### config.mk
export PLATFORM = sky130hd
export DESIGN_NAME = bkpt_addr_match
export DESIGN_NICKNAME = d
export VERILOG_FILES = /design/src/rtl/bkpt_pkg.sv /design/src/rtl/bkpt_mask_decode.sv /design/src/rtl/bkpt_addr_cmp.sv /design/src/rtl/bkpt_dir_qual.sv /design/src/rtl/bkpt_addr_match.sv
export SDC_FILE = /design/constraint.sdc
export NUM_CORES = 1
export LEC_CHECK = 0
export BUFFER_PORTS_ARGS = -buffer_cell sky130_fd_sc_hd__buf_2
export CORE_AREA = 4 4 41 43
export CTS_CLUSTER_SIZE = 8
export DETAILED_ROUTE_END_ITERATION = 6
export DIE_AREA = 0 0 45 47
export PLACE_DENSITY = 0.72
export SYNTH_ARGS = -nofsm -noshare
export SYNTH_HDL_FRONTEND = slang
export SYNTH_SLANG_ARGS = --single-unit
### constraint.sdc
create_clock -name clk -period 1.78 [get_ports clk]
set_input_delay 0.089 -clock clk [delete_from_list [all_inputs] [get_ports clk]]
set_output_delay 0.089 -clock clk [all_outputs]
set_load 0.02 [all_outputs]
### src/rtl/bkpt_pkg.sv
package bkpt_pkg;
  // Effective compare mode after mask override rules
  typedef enum logic [1:0] {
    CMP_FULL  = 2'd0,  // every address line compared
    CMP_UPPER = 2'd1,  // low byte excluded
    CMP_PAGE  = 2'd2   // page value only
  } cmp_mode_e;
endpackage

### src/rtl/bkpt_mask_decode.sv
module bkpt_mask_decode
  import bkpt_pkg::*;
(
  input  logic      mask_hi,
  input  logic      mask_lo,
  input  logic      dbg_mode,
  output cmp_mode_e mode
);
  logic eff_hi;
  logic eff_lo;

  // debug mode clears both mask controls
  assign eff_hi = mask_hi & ~dbg_mode;
  assign eff_lo = mask_lo & ~dbg_mode;

  always_comb begin
    unique case ({eff_hi, eff_lo})
      2'b01:   mode = CMP_UPPER;
      2'b11:   mode = CMP_PAGE;
      default: mode = CMP_FULL;  // 00, and illegal 10 folds here
    endcase
  end
endmodule

### src/rtl/bkpt_addr_cmp.sv
module bkpt_addr_cmp
  import bkpt_pkg::*;
#(
  parameter int ADDR_W = 16,
  parameter int PAGE_W = 6,
  parameter int WIN_W  = 14
) (
  input  cmp_mode_e         mode,
  input  logic [ADDR_W-1:0] bus_addr,
  input  logic [PAGE_W-1:0] bus_page,
  input  logic              bus_paged,
  input  logic [PAGE_W-1:0] cmp_ext,
  input  logic [ADDR_W/2-1:0] cmp_hi,
  input  logic [ADDR_W/2-1:0] cmp_lo,
  output logic              addr_hit
);
  localparam int LO_W    = ADDR_W / 2;
  localparam int WHI_W   = WIN_W - LO_W;  // high-byte bits inside the window

  logic page_eq;
  logic lo_eq;
  logic win_hi_eq;
  logic flat_hi_eq;
  logic paged_hit;
  logic flat_hit;

  assign page_eq    = (bus_page == cmp_ext);
  assign lo_eq      = (bus_addr[LO_W-1:0] == cmp_lo);
  assign win_hi_eq  = (bus_addr[WIN_W-1:LO_W] == cmp_hi[WHI_W-1:0]);
  assign flat_hi_eq = (bus_addr[ADDR_W-1:LO_W] == cmp_hi);

  always_comb begin
    paged_hit = 1'b0;
    flat_hit  = 1'b0;
    unique case (mode)
      CMP_FULL: begin
        paged_hit = page_eq & win_hi_eq & lo_eq;
        flat_hit  = flat_hi_eq & lo_eq;
      end
      CMP_UPPER: begin
        paged_hit = page_eq & win_hi_eq;
        flat_hit  = flat_hi_eq;
      end
      CMP_PAGE: begin
        paged_hit = page_eq;
        flat_hit  = 1'b0;  // page-only never hits a flat access
      end
      default: begin
        paged_hit = 1'b0;
        flat_hit  = 1'b0;
      end
    endcase
  end

  assign addr_hit = bus_paged ? paged_hit : flat_hit;
endmodule

### src/rtl/bkpt_dir_qual.sv
module bkpt_dir_qual (
  input  logic dir_en,
  input  logic dir_read,
  input  logic bus_read,
  output logic dir_ok
);
  assign dir_ok = ~dir_en | ~(dir_read ^ bus_read);
endmodule

### src/rtl/bkpt_addr_match.sv
module bkpt_addr_match
  import bkpt_pkg::*;
#(
  parameter int ADDR_W = 16,
  parameter int PAGE_W = 6,
  parameter int WIN_W  = 14
) (
  input  logic                clk,
  input  logic                rst,
  input  logic                bus_valid,
  input  logic [ADDR_W-1:0]   bus_addr,
  input  logic [PAGE_W-1:0]   bus_page,
  input  logic                bus_paged,
  input  logic                bus_read,
  input  logic [PAGE_W-1:0]   cmp_ext,
  input  logic [ADDR_W/2-1:0] cmp_hi,
  input  logic [ADDR_W/2-1:0] cmp_lo,
  input  logic                mask_hi,
  input  logic                mask_lo,
  input  logic                dir_en,
  input  logic                dir_read,
  input  logic                dbg_mode,
  output logic                hit
);
  cmp_mode_e mode;
  logic      addr_hit;
  logic      dir_ok;

  bkpt_mask_decode u_dec (
    .mask_hi  (mask_hi),
    .mask_lo  (mask_lo),
    .dbg_mode (dbg_mode),
    .mode     (mode)
  );

  bkpt_addr_cmp #(
    .ADDR_W (ADDR_W),
    .PAGE_W (PAGE_W),
    .WIN_W  (WIN_W)
  ) u_cmp (
    .mode      (mode),
    .bus_addr  (bus_addr),
    .bus_page  (bus_page),
    .bus_paged (bus_paged),
    .cmp_ext   (cmp_ext),
    .cmp_hi    (cmp_hi),
    .cmp_lo    (cmp_lo),
    .addr_hit  (addr_hit)
  );

  bkpt_dir_qual u_dir (
    .dir_en   (dir_en),
    .dir_read (dir_read),
    .bus_read (bus_read),
    .dir_ok   (dir_ok)
  );

  always_ff @(posedge clk) begin
    if (rst) hit <= 1'b0;
    else     hit <= bus_valid & addr_hit & dir_ok;
  end

  // reset clears the pulse
  assert_reset_clears_R11: assert property (@(posedge clk) rst |=> !hit);

  // a pulse needs a valid access in the previous cycle
  assert_hit_needs_valid_R11: assert property (@(posedge clk) disable iff (rst)
    hit |-> $past(bus_valid));

  // with direction qualify on, the pulse follows the selected direction
  assert_dir_match_R9: assert property (@(posedge clk) disable iff (rst)
    (hit && $past(dir_en)) |-> ($past(bus_read) == $past(dir_read)));

  // page-only setting never hits a flat access
  assert_page_only_flat_R7: assert property (@(posedge clk) disable iff (rst)
    (hit && $past(mask_hi && mask_lo && !dbg_mode)) |-> $past(bus_paged));

  // a flat access with both masks clear hits only on the exact address
  assert_flat_full_R2: assert property (@(posedge clk) disable iff (rst)
    (hit && $past(!bus_paged && !mask_hi && !mask_lo))
      |-> ($past(bus_addr) == {$past(cmp_hi), $past(cmp_lo)}));
endmodule

==> results.ini <==
[die]
fp.coreArea_um2 = 1300
die_height_um = 47
io-pin-count = 55
floorplan_row_count = 13
die_x_um = 45
starting_density_of_the_core = 0.253
die_outline_area_um2 = 2120

[logic_synthesis]
ys_dominant_reg_cell = sky130_fd_sc_hd__dfxtp_1
yosys_register_bits = 1
synth.top_cell.area_share = 0.452
synth.top_cells.by_count = 17 x sky130_fd_sc_hd__xnor2_1, 6 x sky130_fd_sc_hd__xor2_1, 4 x sky130_fd_sc_hd__nand4_1
synth.yosys.seq_area_share = 0.0608
synthDominantAreaCellType = sky130_fd_sc_hd__xnor2_1
mappedNetlistArea_um2 = 329
synth-async-reset-ratio = 0
yosys_warnings = 0
postSynthAreaPerCell_um2 = 8.44
post_synth_main_area_contributors = sky130_fd_sc_hd__xnor2_1 45%, sky130_fd_sc_hd__xor2_1 16%, sky130_fd_sc_hd__nand4_1 7.6%, sky130_fd_sc_hd__dfxtp_1 6.1%, sky130_fd_sc_hd__nor2b_4 4.2%
synthCells = 39
yosysMostFrequentCell = sky130_fd_sc_hd__xnor2_1
netlist-cell-type-count = 14
number_of_enable_flip_flop_cells_after_synthesis = 0
synthesis.nets = 93

[placed_design]
detailedPlace.worstSlack_ns = 0.733
place.gp.congestion = 0.595
port_buffer_cells = 54
placement.cell_area_um2 = 618
dp.final_hpwl_um = 1070

[grt]
grt_pass1_vias = 441
grt_usage = 0.0906
grt_antenna_before_repair = 0
wire_length_of_the_first_global_routing_pass_um = 1500
grt_remaining_overflow = 0
grt_max_degree = 4

[route]
drt_first_iter_violations = 1
via_density = 4.35
routed-wl-met3_um = 133
drt_pre_antenna_iters = 2
wl_met2_um = 635
met1Wirelength_um = 297
drc = 0
dr_total_vias = 470
maxUsedRoutingLayer = met3
route.antenna.remaining_nets = 0
wl_per_cell_um = 9.88
totalWireLength_um = 1070

[finish]
layout-area-overhead-vs-synth_pct = 87.8
area.sequential_um2 = 20.0
largest_register_ffs = 1
multi_input_comb_area_um2 = 309
nets = 149
top_regs = hit (1)
postLayoutCellArea_um2 = 618
num_antenna_cells = 0
final_layout_size_suffix_gt1_frac = 0.602
largest-register = hit
n_fill_cell = 147

[job]
drv.max_cap_violation_count = 0

[timing]
finalMaxSlewViolations = 0
timing_hold_violations_final = 0
setup_ws_ns = 0.759
period_minus_slack_ns = 1.02
final.period_utilization = 0.573
grt_setup_unrepaired = false
fmax_mhz = 980
timing.hold.ws_ns = 0.383
timing.setup.tns_ns = 0
maxSlewHeadroom = 0.786
worst-slew-pin-transition_ns = 0.321
setup_viol = 0

[power_and_ir_drop]
p_total_mw = 0.146
power_density_over_the_cells_nw_per_um2 = 237
irDropWorstVdd_mv = 0.0800
power.static_leakage_nw = 0.311

[critical_path]
required_ns = 1.72
crit_type = in -> reg
worst_setup_path_end_kind = flip-flop
critical_path_maximum_fanout = 2
worstPathArrival_ns = 0.96
critical_path.startpoint_type = input port

[hold_path]
hold_path_class = in -> reg
whs_endpoint = hit$_SDFF_PP0_
worstHoldStart = dir_en
worstHoldPathCells = 3

[clocking]
cts_hold_buffers = 0
cts_resizes = 0
cts.reportedPaths.clkPinSlew_ns = 0
cts_post_setup_buffers_inserted = 0

[outcome]
outcome = finished, final reports clean

routing by layer:
layer,track usage,vias to the layer above
met2,0.218,26
met3,0.00383,0
met5,0,-
met4,0,0
li1,-,246
met1,0.0833,198
critical path, stage by stage:
cell and delay [ns]:
sky130_fd_sc_hd__buf_2 0.10, sky130_fd_sc_hd__xnor2_1 0.14, sky130_fd_sc_hd__nand4_1 0.15, sky130_fd_sc_hd__nor4_2 0.27, sky130_fd_sc_hd__o221a_1 0.20
cells by family (layout without fill, tap and decap cells):
logic type / count (synthesis) / in the layout / synth area share
xor gates and xnor gates: 23 / 23 / 0.612
and+or+nand+nor: 11 / 11 / 0.232
AOI/OAI and AO/OA: 4 / 4 / 0.0950
DFF: 1 / 1 / 0.0608
buffers and inverters: 0 / 54 / 0
through the flow:
stage               std cells   util
finish                    108  0.475
global route              108  0.475
CTS                       108  0.475
detailed placement        108  0.475
global placement          108  0.475
floorplan                  39      -
how the worst max path moves through the flow:
stage / slack [ns] / cells past startpoint / from / end
after global placement: 0.75 / 5 / cmp_hi[2] / hit$_SDFF_PP0_
final: 0.76 / 5 / cmp_hi[0] / hit$_SDFF_PP0_
after detailed placement: 0.73 / 5 / cmp_hi[0] / hit$_SDFF_PP0_
after floorplan: 0.94 / 3 / cmp_hi[7] / hit$_SDFF_PP0_
after CTS: 0.73 / 5 / cmp_hi[0] / hit$_SDFF_PP0_
after global routing: 0.67 / 5 / cmp_hi[2] / hit$_SDFF_PP0_
placed cells by master, fill, tap and decap left out:
cell / netlist / final
sky130_fd_sc_hd__nand2_1: 2 / 2
sky130_fd_sc_hd__buf_2: 0 / 54
sky130_fd_sc_hd__nor4_1: 1 / 1
sky130_fd_sc_hd__o221a_1: 1 / 1
sky130_fd_sc_hd__nor4_2: 1 / 1
sky130_fd_sc_hd__nand2b_1: 1 / 1
sky130_fd_sc_hd__xor2_1: 6 / 6
sky130_fd_sc_hd__nand4_1: 4 / 4
sky130_fd_sc_hd__nand3_1: 1 / 1
sky130_fd_sc_hd__o21ai_0: 1 / 1
sky130_fd_sc_hd__a2111oi_1: 1 / 1
sky130_fd_sc_hd__a21oi_1: 1 / 1
sky130_fd_sc_hd__nor2b_4: 1 / 1
sky130_fd_sc_hd__dfxtp_1: 1 / 1
sky130_fd_sc_hd__xnor2_1: 17 / 17
power breakdown:
part,internal (mW),switching [mW]
clock,0,0
sequential,0.0230,0.0000144
combinational,0.0780,0.0454
total,0.101,0.0454
final cells by class:
type,instances,area share
flip-flops and latches,1,0.0324
multi-input cells,38,0.500
well taps,15,0.0304
repair buffers,54,0.437
(Power assumes the default switching activity.)
